### src/rtl/rcg_pkg.sv
// Package: shared types for the retro clock-enable generator.
// Assumes nothing beyond a single master clock domain.
package rcg_pkg;

    // Decoded strobes and levels of one sub-period phase
    typedef struct packed {
        logic en_main;
        logic en_opp;
        logic ph_lead;
        logic ph_lag;
    } rcg_phase_t;

endpackage

### src/rtl/rcg_phase_ctr.sv
// Phase counter: counts master cycles modulo PHASES.
// Reset loads the last state, so that the first cycle after release is phase 0.
module rcg_phase_ctr #(
    parameter int PHASES = 4,
    localparam int W     = (PHASES > 1) ? $clog2(PHASES) : 1
) (
    input  logic         clk,
    input  logic         rst_n,
    output logic [W-1:0] phase
);
    localparam logic [W-1:0] LAST = W'(PHASES - 1);

    // Advance the phase each master cycle and wrap after LAST
    always_ff @(posedge clk) begin
        if (!rst_n)            phase <= LAST;
        else if (phase == LAST) phase <= '0;
        else                   phase <= phase + 1'b1;
    end
endmodule

### src/rtl/rcg_phase_decode.sv
// Phase decoder: turns the phase count into the two enables and the
// quadrature level pair. Assumes PHASES is a multiple of 4, so that a
// quarter period is a whole number of master cycles.
module rcg_phase_decode
    import rcg_pkg::*;
#(
    parameter int PHASES = 4,
    localparam int W     = (PHASES > 1) ? $clog2(PHASES) : 1
) (
    input  logic [W-1:0] phase,
    output rcg_phase_t   dec
);
    localparam logic [W-1:0] HALF    = W'(PHASES / 2);
    localparam logic [W-1:0] QTR     = W'(PHASES / 4);
    localparam logic [W-1:0] LAG_END = W'(PHASES / 4 + PHASES / 2);

    // Decode the strobe slots and the level windows from the phase
    always_comb begin
        dec.en_main = (phase == '0);
        dec.en_opp  = (phase == HALF);
        dec.ph_lead = (phase < HALF);
        dec.ph_lag  = (phase >= QTR) && (phase < LAG_END);
    end
endmodule

### src/rtl/rcg_toggle.sv
// Colour-clock stage: a level that toggles on every advance strobe.
// Starts low after reset.
module rcg_toggle (
    input  logic clk,
    input  logic rst_n,
    input  logic adv,
    output logic lvl
);
    // Flip the level at the end of each advance cycle
    always_ff @(posedge clk) begin
        if (!rst_n)   lvl <= 1'b0;
        else if (adv) lvl <= ~lvl;
    end
endmodule

### src/rtl/rcg_slow_div.sv
// Slow divider: counts advance strobes modulo DIV and marks the strobe
// that completes each group of DIV. Assumes adv is a single-cycle pulse.
module rcg_slow_div #(
    parameter int DIV = 10,
    localparam int W  = (DIV > 1) ? $clog2(DIV) : 1
) (
    input  logic clk,
    input  logic rst_n,
    input  logic adv,
    output logic pulse
);
    localparam logic [W-1:0] TOP = W'(DIV - 1);

    logic [W-1:0] cnt;

    // Count advance strobes and wrap after TOP
    always_ff @(posedge clk) begin
        if (!rst_n)     cnt <= '0;
        else if (adv)   cnt <= (cnt == TOP) ? '0 : cnt + 1'b1;
    end

    // Pulse on the advance strobe that wraps the count
    assign pulse = adv && (cnt == TOP);
endmodule

### src/rtl/retro_clken_gen.sv
// Retro clock-enable generator top: one phase counter feeds the 7 MHz
// enables and phase pair, a toggle stage makes the colour clock, and a
// divider on the 7 MHz enable makes the slow peripheral enable.
// Assumes a single master clock and a synchronous active-low reset.
module retro_clken_gen
    import rcg_pkg::*;
#(
    parameter int PHASES   = 4,
    parameter int SLOW_DIV = 10
) (
    input  logic clk,
    input  logic rst_n,
    output logic en_main,
    output logic en_opp,
    output logic ph_lead,
    output logic ph_lag,
    output logic cc_lvl,
    output logic en_slow
);
    localparam int PW = (PHASES > 1) ? $clog2(PHASES) : 1;

    logic [PW-1:0] phase;
    rcg_phase_t    dec;

    rcg_phase_ctr #(.PHASES(PHASES)) u_ctr (
        .clk   (clk),
        .rst_n (rst_n),
        .phase (phase)
    );

    rcg_phase_decode #(.PHASES(PHASES)) u_dec (
        .phase (phase),
        .dec   (dec)
    );

    rcg_toggle u_cc (
        .clk   (clk),
        .rst_n (rst_n),
        .adv   (dec.en_main),
        .lvl   (cc_lvl)
    );

    rcg_slow_div #(.DIV(SLOW_DIV)) u_slow (
        .clk   (clk),
        .rst_n (rst_n),
        .adv   (dec.en_main),
        .pulse (en_slow)
    );

    // Route the decoded strobes to the ports
    always_comb begin
        en_main = dec.en_main;
        en_opp  = dec.en_opp;
        ph_lead = dec.ph_lead;
        ph_lag  = dec.ph_lag;
    end
endmodule

### config.mk
export PLATFORM = sky130hd
export DESIGN_NAME = retro_clken_gen
export DESIGN_NICKNAME = d
export VERILOG_FILES = /design/src/rtl/rcg_pkg.sv /design/src/rtl/rcg_phase_ctr.sv /design/src/rtl/rcg_phase_decode.sv /design/src/rtl/rcg_toggle.sv /design/src/rtl/rcg_slow_div.sv /design/src/rtl/retro_clken_gen.sv
export SDC_FILE = /design/constraint.sdc
export NUM_CORES = 1
export LEC_CHECK = 0
export BUFFER_PORTS_ARGS = -buffer_cell sky130_fd_sc_hd__buf_2
export CORE_AREA = 2 2 39 41
export DETAILED_ROUTE_END_ITERATION = 8
export DIE_AREA = 0 0 41 43
export GPL_TIMING_DRIVEN = 0
export PLACE_DENSITY_LB_ADDON = 0.05
export SLEW_MARGIN = 20
export SYNTH_ARGS = -nofsm -noshare
export SYNTH_HDL_FRONTEND = slang
export SYNTH_HIERARCHICAL = 1
export SYNTH_SLANG_ARGS = --single-unit
export TNS_END_PERCENT = 10
### constraint.sdc
create_clock -name clk -period 1.4 [get_ports clk]
set_input_delay 0.35 -clock clk [delete_from_list [all_inputs] [get_ports clk]]
set_output_delay 0.35 -clock clk [all_outputs]
set_load 0.01 [all_outputs]
==> results.yml, run 1 <==
power_and_ir_drop:
  total_power_w: 0.000527
  seq_power_share_pct: 43.5
  p_leak_nw: 0.224
  intPower_w: 0.000390
  clkPwrFrac_pct: 33.5
  power_switching_w: 0.000137
  netSwitchingFraction_pct: 26.0
  pwr-share-comb_pct: 22.9
  ir_worst_vdd_uv: 603
  power_density_mw_per_mm2: 1040
finish:
  fin_cells: 64
  finalInstanceArea_um2: 504
  final_layout_size_suffix_gt1_share_pct: 56.3
  nFillCells: 147
  diodes: 0
  final_nets: 54
  postLayoutCoreUtil_pct: 36.4
  areaGrowthSynthToFinish_pct: 56.2
synth:
  syn-instance-count: 32
  synth_top_area_share_pct: 43.4
  synth-edff-count: 0
  yosys-top-cells-count: "dfxtp_1 (7), nand2_1 (4), and2_1 (3), ha_1 (3), inv_1 (3)"
  avgSynthCellArea_um2: 10.1
  seq_area_frac_synth_pct: 43.4
  synth_area_um2: 323
  synthFlopType: "dfxtp_1"
  ys_ff_latch: 7
  yosysTopAreaCell: "dfxtp_1"
  synthArstFlopShare_pct: 0
  synth_nets: 37
  ys_types: 16
  ys_top_cells_by_area: "dfxtp_1 (43%), ha_1 (12%), and2_1 (5.8%)"
  ys_warn_count: 6
  synth.most_common_cell: "dfxtp_1"
floorplanning:
  dieWidth_um: 41
  dieHeight_um: 43
  rows: 14
  start_util_pct: 23.3
  io_pins: 8
  dieArea_mm2: 0.00176
  core_area_mm2: 0.00138
global_route:
  grt_pass1_wl_um: 1010
  antenna_found_initial: 0
  grt_pass1_vias: 269
  grt_start_max_net_pins: 9
  grt_usage_pct: 9.37
  grt-ovfl-total: 0
sta:
  skew_ps: 5.09
  setup_violations: 2
  slew_viol_final: 0
  post-route-min-period_ps: 1550
  fin_ws_ps: -147
  finalHoldViolCount: 0
  fin_crit_sh_pct: 110
  rsz0062_at_grt: "true"
  tightest_slew_ps: 242
  slew_headroom_pct: 83.8
  fmax_ghz: 0.646
place:
  hpwl_um: 424
  dp.cells: 55
  port_buffers: 7
  place_area_um2: 405
  pre_cts_ws_ps: -81.8
  gp_congestion: 0.570
detailed_routing:
  drt_iter0_drc: 3
  wire_per_inst_um: 9.70
  num_vias: 271
  drtAntennaViolNets: 0
  first_pass_iters: 2
  drc: 0
  routed_wl_um: 621
  vias_per_cell: 4.23
clocking:
  cts_sinks: 7
  clk_pin_slew_worst_paths_ps: 50
  htreeDepth: 1
  clockBufferDepth: 2
  cts_root_buffer: "clkbuf_4"
  worst_skew_pair.late_latency_ps: 250
  cts_tree: "yes"
  cts_hold_buf: 0
  cts_buffers: 3
worst_setup_path:
  critPathLaunchType: "register"
  critPathRequiredTime_ps: 1050
  arrival_ps: 1200
  crit_fanout: 2
  path_class: "register to output port"
  r2r_slack_ps: 200
  reg2regPathDepth: 6
  endpoint_kind: "output port"
worst_hold_path:
  hold_path_class: "input pin to register"
  holdPathStages: 2
outcome:
  outcome: "finished, violations left"
  violations: "setup timing"
job:
  maxCapViolations: 0
-- routing by layer --
metal | wire length (um) | GRT usage (%)
met5 | 0 | 0
met1 | 266 | 9.09
met3 | 29 | 6.28
met2 | 325 | 12.8
met4 | 0 | 8.00
-- through the flow --
stage / hold slack, ps / TNS (ps)
after floorplan: 423 / 0
after global routing: 360 / -285
after global placement: 446 / -47.1
after CTS: 338 / -171
final: 345 / -154
after detailed placement: 462 / -81.8
-- critical path, stage by stage (launching register included) --
cell and delay, ps:
dfxtp_2 320, inv_2 70, ha_4 150, nand2_4 50, nor4b_4 200, buf_2 170
-- registers in the layout (all words and copies together), names as in the netlist --
register	count
u_cc/lvl	1
u_ctr/phase	2
u_slow/cnt	4
-- cells by family after synthesis --
group           share of synthesized area [%]
xor+xnor                                 8.14
buf+inv                                  3.49
flops                                    43.4
simple gates                             18.2
fa+ha+maj                                11.6
compound gates                           11.6
mux                                      3.49
-- power by group through the flow --
stage          Sequential, W  Combinational [W]  Clock [W]
2_1_floorplan       0.000230          0.0000599          0
3_3_place_gp        0.000230          0.0000814          0
3_5_place_dp        0.000231          0.0000836          0
4_1_cts             0.000229           0.000112   0.000187
5_1_grt             0.000231           0.000135   0.000197
6_report            0.000229           0.000121   0.000177
-- layout make-up --
class / instances / area [um^2] / share of cell area (%)
sequential: 7 / 143 / 28.3
timing repair buffer: 12 / 85.1 / 16.9
inverter: 3 / 11.3 / 2.23
tap: 16 / 20.0 / 3.97
clock buffer: 4 / 26.3 / 5.21
multi-input combinational: 22 / 219 / 43.4
-- path summary, 6_finish.rpt --
| path | startpoint | endpoint |
|---|---|---|
| worst max-delay path | u_ctr/phase[1]$_SDFF_PN1_ | en_slow |
| worst min-delay path | rst_n | u_ctr/phase[1]$_SDFF_PN1_ |
| worst max register to register | u_ctr/phase[1]$_SDFF_PN1_ | u_slow/cnt[3]$_SDFFE_PN0P_ |
| worst min register to register | u_slow/cnt[3]$_SDFFE_PN0P_ | u_slow/cnt[3]$_SDFFE_PN0P_ |
-- layout by cell type, fill, tap and decap left out --
cell      count
dfxtp_2       2
ha_4          2
buf_2         5
nor4b_4       1
a211o_2       1
nand2_1       3
xnor2_1       1
nand3_2       1
buf_4         5
mux2_2        1
nand2_4       1
o22ai_1       1
o21ai_1       1
clkbuf_4      3
and2_1        3
inv_2         2
xor2_1        2
ha_1          1
inv_1         1
nand2b_1      1
a21oi_1       1
buf_6         2
clkbuf_1      1
a21boi_2      1
dfxtp_1       5
-- timing repair --
action                     in CTS  in global routing
pin swaps                       1                  0
setup endpoints to repair       2                  3
resized for setup               8                  2
setup buffers                   5                  0
(Power assumes the default switching activity.)
==> inputs of run 2 (changes only) <==
Settings changed: ABC_AREA set to 1, CAP_MARGIN set to 20.
==> run 2 against run 1 <==
  * The run still ends with setup timing left
  * Sequential power barely moved
  * Fmax rose by 8.2%
  * First-iteration DRC count rose by 67%
  * Combinational power fell by 8%
  * Highest routed layer is now met4
==> results.yml, run 2 <==
sta:
  hold_ws_ps: 345
  fin_setup_tns_ps: -45.1
  slew_headroom_pct: 86.2
  fin_crit_sh_pct: 102
  skew_ps: 2.66
  fin_ws_ps: -29.3
  finalHoldViolCount: 0
  rsz0062_at_grt: "true"
  slew_viol_final: 0
  post-route-min-period_ps: 1430
  fmax_ghz: 0.700
  tightest_slew_ps: 207
  setup_violations: 2
synth:
  synth-edff-count: 0
  seq_area_frac_synth_pct: 44.6
  ys_types: 13
  synth_nets: 46
  syn-instance-count: 41
  ys_warn_count: 6
  synth.most_common_cell: "nand2_1"
  synth_area_um2: 314
  ys_ff_latch: 7
  synth_top_area_share_pct: 44.6
  yosysTopAreaCell: "dfxtp_1"
  avgSynthCellArea_um2: 7.66
  yosys-top-cells-count: "nand2_1 (9), dfxtp_1 (7), inv_1 (7), nor2_1 (6), ha_1 (3)"
  ys_top_cells_by_area: "dfxtp_1 (45%), ha_1 (12%), nand2_1 (11%)"
  synthArstFlopShare_pct: 0
  synthFlopType: "dfxtp_1"
worst_setup_path:
  critPathLaunchType: "register"
  critPathRequiredTime_ps: 1050
  endpoint_kind: "output port"
  worst_path_largest_cell_delay_ps: 320
  cpMaxStageDelayCell: "dfxtp_2"
  path_buf_inv: 2
  arrival_ps: 1080
  r2r_slack_ps: 250
  crit_fanout: 2
  path_cells: "inv_2 -> ha_4 -> nand3_4 -> nor2_1 -> buf_2"
  cp_top_family: "flip-flops"
  path_class: "register to output port"
power_and_ir_drop:
  seq_power_share_pct: 44.0
  power_density_mw_per_mm2: 1100
  ir_worst_vdd_uv: 438
  clkPwrFrac_pct: 34.4
  pwr-share-comb_pct: 21.6
  netSwitchingFraction_pct: 26.2
  intPower_w: 0.000379
  power_switching_w: 0.000135
  p_leak_nw: 0.212
floorplanning:
  dieWidth_um: 41
  start_util_pct: 22.7
  dieArea_mm2: 0.00176
  io_pins: 8
  core_area_mm2: 0.00138
  rows: 14
  dieHeight_um: 43
clocking:
  htreeDepth: 1
  clk_pin_slew_worst_paths_ps: 50
  cts_hold_buf: 0
  worst_skew_pair.late_latency_ps: 240
  clockBufferDepth: 2
  cts_buffers: 3
  cts_root_buffer: "clkbuf_4"
  cts_sinks: 7
  cts_tree: "yes"
place:
  port_buffers: 7
  pre_cts_ws_ps: 45.8
  dp.cells: 64
  gp_congestion: 0.634
  hpwl_um: 469
finish:
  final_common_cell: "nand2_1"
  top_register: "u_slow/cnt"
  final_nets: 63
  postLayoutCoreUtil_pct: 33.7
  diodes: 0
  final_layout_size_suffix_gt1_share_pct: 42.1
  areaGrowthSynthToFinish_pct: 48.6
  layout_common_cells: "nand2_1 (9), buf_2 (6), nor2_1 (6)"
  fin_cells: 73
  largest_reg_flops: 4
  reg_top3: "u_slow/cnt (4), u_ctr/phase (2), u_cc/lvl (1)"
detailed_routing:
  drc: 0
  num_vias: 302
  drtAntennaViolNets: 0
  wire_per_inst_um: 8.74
  vias_per_cell: 4.14
  routed_wl_um: 638
  drt_iter0_drc: 5
  first_pass_iters: 3
global_route:
  grt_pass1_wl_um: 1210
  grt_usage_pct: 10.9
  grt_pass1_vias: 313
  antenna_found_initial: 0
  grt-ovfl-total: 0
  grt_start_max_net_pins: 8
worst_hold_path:
  hold_path_class: "input pin to register"
outcome:
  violations: "setup timing"
  outcome: "finished, violations left"
job:
  maxCapViolations: 0
-- run 2: cell count changes after synthesis, sizes merged, moves of 2 or more --
cell	previous run	this run
nor2	0	7
nand2	4	10
xor2	2	0
and2	3	0
inv	3	7
-- run 2: kinds of logic after synthesis --
kind of cell               count (synthesis)  share of synthesized area, %
DFF                                        7                          44.6
AOI/OAI and AO/OA                          4                          7.97
adders and majority gates                  3                          12.0
buffers and inverters                      7                          8.37
and+or+nand+nor                           20                          27.1
-- run 2: path summary, 6_finish.rpt --
path | startpoint | end | cells after the start
hold reg to reg | u_cc/lvl$_SDFFE_PN0P_ | u_cc/lvl$_SDFFE_PN0P_ | 2
hold / removal | rst_n | u_ctr/phase[1]$_SDFF_PN1_ | 2
setup / recovery | u_ctr/phase[0]$_SDFF_PN1_ | en_slow | 5
setup reg to reg | u_ctr/phase[0]$_SDFF_PN1_ | u_slow/cnt[3]$_SDFFE_PN0P_ | 8
-- run 2: stage by stage --
step	area [um^2]	total power, W
6_report	467	0.000514
5_1_grt	467	0.000571
4_1_cts	452	0.000522
3_5_place_dp	372	0.000304
3_3_place_gp	372	0.000303
2_1_floorplan	317	0.000279
-- run 2: what timing repair did --
action,in CTS,in global routing
setup endpoints to repair,3,3
gates resized for setup,7,1
gates cloned,0,0
buffers inserted,4,1
pin swaps,1,2
hold endpoints to repair,0,0
-- run 2: cell type report --
class	count	area [um^2]
Clock buffer	4	26.3
Fill cell	147	917
Inverter	7	26.3
Multi-Input combinational cell	27	173
Sequential cell	7	143
Tap cell	16	20.0
Timing Repair Buffer	12	78.8
-- run 2: worst reg2reg max path: cells and delay by family (launching register included) --
family                     cells  cell delay, ps
and+or+nand+nor                5             350
DFF                            1             320
buffers and inverters          2             210
adders and majority gates      1             150
-- run 2: power groups by stage --
stage / combinational, W / sequential [W] / clock (W)
4_1_cts: 0.000110 / 0.000225 / 0.000187
6_report: 0.000111 / 0.000226 / 0.000177
2_1_floorplan: 0.0000520 / 0.000227 / 0
3_3_place_gp: 0.0000755 / 0.000227 / 0
3_5_place_dp: 0.0000758 / 0.000228 / 0
5_1_grt: 0.000132 / 0.000228 / 0.000211
-- run 2: routing by layer --
metal / global-route usage [%] / vias to the layer above / part of all wire, %
li1: - / 159 / -
met1: 12.2 / 134 / 48
met2: 15.6 / 7 / 46
met3: 4.71 / 2 / 6.0
met4: 8.00 / 0 / 0.63
met5: 0 / - / 0
==> inputs of run 3 (changes only) <==
--- a/config.mk
+++ b/config.mk
@@ -10,2 +10,4 @@
 export CAP_MARGIN = 20
+export CELL_PAD_IN_SITES_DETAIL_PLACEMENT = 1
+export CELL_PAD_IN_SITES_GLOBAL_PLACEMENT = 2
 export CORE_AREA = 2 2 39 41
==> constraint.sdc (replaced) <==
create_clock -name clk -period 1.4 [get_ports clk]
set_input_delay 0.28 -clock clk [delete_from_list [all_inputs] [get_ports clk]]
set_output_delay 0.28 -clock clk [all_outputs]
set_load 0.01 [all_outputs]
==> run 3 against run 2 <==
  * The flow now finishes without violations
  * Die area unchanged
  * Critical path depth unchanged
  * Register-to-register slack got worse by 30 ps
  * Highest routed layer is now met3
==> results.yml, run 3 (same netlist as run 2, synthesis figures left out) <==
outcome:
  outcome: "completed"
sta:
  fmax_ghz: 0.724
  slew_headroom_pct: 86.0
  setup_violations: 0
  post-route-min-period_ps: 1380
  fin_crit_sh_pct: 98.6
  finalHoldViolCount: 0
  tightest_slew_ps: 210
  rsz0062_at_grt: "true"
  fin_ws_ps: 19.4
  skew_ps: 4.22
  slew_viol_final: 0
global_route:
  grt_pass1_vias: 277
  grt-ovfl-total: 0
  grt_start_max_net_pins: 8
  antenna_found_initial: 0
  grt_usage_pct: 10.8
  grt_pass1_wl_um: 1170
worst_setup_path:
  path_cells: "inv_2 -> ha_4 -> nand3_4 -> nor2_1 -> buf_2"
  timing.rr.start: "u_ctr/phase[0]$_SDFF_PN1_"
  critPathLaunchType: "register"
  worst_path_largest_cell_delay_ps: 330
  path_class: "register to output port"
  crit_cells: 5
  r2r_slack_ps: 220
  critPathRequiredTime_ps: 1120
  cp_top_family: "flip-flops"
  endpoint_kind: "output port"
  reg2regPathDepth: 8
  setup.worst_path.start: "u_ctr/phase[0]$_SDFF_PN1_"
  rr_endpoint: "u_slow/cnt[3]$_SDFFE_PN0P_"
  path_buf_inv: 2
  arrival_ps: 1100
  crit_end: "en_slow"
  cpMaxStageDelayCell: "dfxtp_2"
  crit_fanout: 3
detailed_routing:
  drc: 0
  drtAntennaViolNets: 0
  first_pass_iters: 1
  routed_wl_um: 737
  vias_per_cell: 4.21
  num_vias: 299
  drt_iter0_drc: 0
  wire_per_inst_um: 10.4
finish:
  final_nets: 61
  diodes: 0
  final_common_cell: "nand2_1"
  finalInstanceArea_um2: 452
  layout_common_cells: "nand2_1 (9), buf_2 (6), nor2_1 (6)"
  final_layout_size_suffix_gt1_share_pct: 40.0
  top_register: "u_slow/cnt"
  nFillCells: 169
  postLayoutCoreUtil_pct: 32.6
  areaGrowthSynthToFinish_pct: 43.8
  largest_reg_flops: 4
  reg_top3: "u_slow/cnt (4), u_ctr/phase (2), u_cc/lvl (1)"
floorplanning:
  io_pins: 8
  core_area_mm2: 0.00138
  dieWidth_um: 41
  rows: 14
  dieHeight_um: 43
  dieArea_mm2: 0.00176
  start_util_pct: 22.7
power_and_ir_drop:
  power_density_mw_per_mm2: 1130
  ir_worst_vdd_uv: 421
  pwr-share-comb_pct: 19.7
  p_leak_nw: 0.203
  power_switching_w: 0.000139
  seq_power_share_pct: 44.7
  intPower_w: 0.000370
  clkPwrFrac_pct: 35.6
  netSwitchingFraction_pct: 27.3
clocking:
  cts_sinks: 7
  cts_buffers: 3
  cts_tree: "yes"
  htreeDepth: 1
  clk_pin_slew_worst_paths_ps: 50
  clockBufferDepth: 2
  cts_root_buffer: "clkbuf_4"
  worst_skew_pair.late_latency_ps: 250
place:
  pre_cts_ws_ps: 16.0
  place_area_um2: 369
  gp_congestion: 0.660
  port_buffers: 7
  hpwl_um: 557
job:
  maxCapViolations: 0
worst_hold_path:
  hold_path_class: "input pin to register"
run 3: changes by cell type in the layout (fill, tap and decap cells not counted):
cell | previous run | this run
buf_4 | 5 | 3
run 3: power by group through the flow:
stage / Combinational (W) / Clock, W / Sequential (W)
after floorplan: 0.0000500 / 0 / 0.000227
after global placement: 0.0000737 / 0 / 0.000227
after detailed placement: 0.0000787 / 0 / 0.000228
after CTS: 0.0000912 / 0.000192 / 0.000227
after global routing: 0.000115 / 0.000216 / 0.000229
final: 0.000100 / 0.000181 / 0.000228
run 3: per-stage QoR:
| stage | hold slack (ps) | TNS, ps | instances | power, W |
|---|---|---|---|---|
| 2_1_floorplan | 349 | 0 | 41 | 0.000277 |
| 4_1_cts | 270 | 0 | 69 | 0.000510 |
| 3_5_place_dp | 451 | 0 | 64 | 0.000306 |
| 3_3_place_gp | 444 | 0 | 64 | 0.000301 |
| 6_report | 277 | 0 | 71 | 0.000509 |
| 5_1_grt | 280 | -82.1 | 71 | 0.000560 |
run 3: per-layer routing:
layer  vias up  global-route usage, %  routed length [um]  part of all wire [%]
li1        155                      -                   -                     -
met1       136                   11.4                 296                    40
met2         8                   15.9                 395                    54
met3         0                   9.42                  44                   6.0
met4         0                   2.00                   0                     0
met5         -                      0                   0                     0
run 3: timing repair:
item / CTS / global route
setup buffers: 1 / 2
resized for setup: 7 / 2
hold buffers: 0 / 0
pin swaps: 1 / 2
setup endpoints to repair: 2 / 2
gates cloned: 0 / 0
run 3: area by class of cell:
cell class | instances | area, um^2 | share of cell area, %
Inverter | 7 | 26.3 | 5.82
Sequential cell | 7 | 143 | 31.6
Clock buffer | 4 | 26.3 | 5.82
Tap cell | 16 | 20.0 | 4.43
Timing Repair Buffer | 10 | 63.8 | 14.1
Multi-Input combinational cell | 27 | 173 | 38.2
run 3: worst min path at each step:
stage          slack, ps                         to  cells after the start                 startpoint
6_report             280  u_ctr/phase[1]$_SDFF_PN1_                      2                      rst_n
5_1_grt              280  u_ctr/phase[0]$_SDFF_PN1_                      2                      rst_n
3_3_place_gp         440  u_ctr/phase[0]$_SDFF_PN1_                      1  u_ctr/phase[0]$_SDFF_PN1_
3_5_place_dp         450  u_ctr/phase[0]$_SDFF_PN1_                      1  u_ctr/phase[0]$_SDFF_PN1_
2_1_floorplan        350  u_ctr/phase[1]$_SDFF_PN1_                      1                      rst_n
4_1_cts              270  u_ctr/phase[1]$_SDFF_PN1_                      2                      rst_n
run 3: worst reg2reg max path, stage by stage (launching register included):
cell,delay [ps]
dfxtp_2,330
inv_2,80
ha_4,150
buf_4,140
nand2_2,60
nor2_2,120
nand3_1,90
nand2_1,70
nor2_1,40
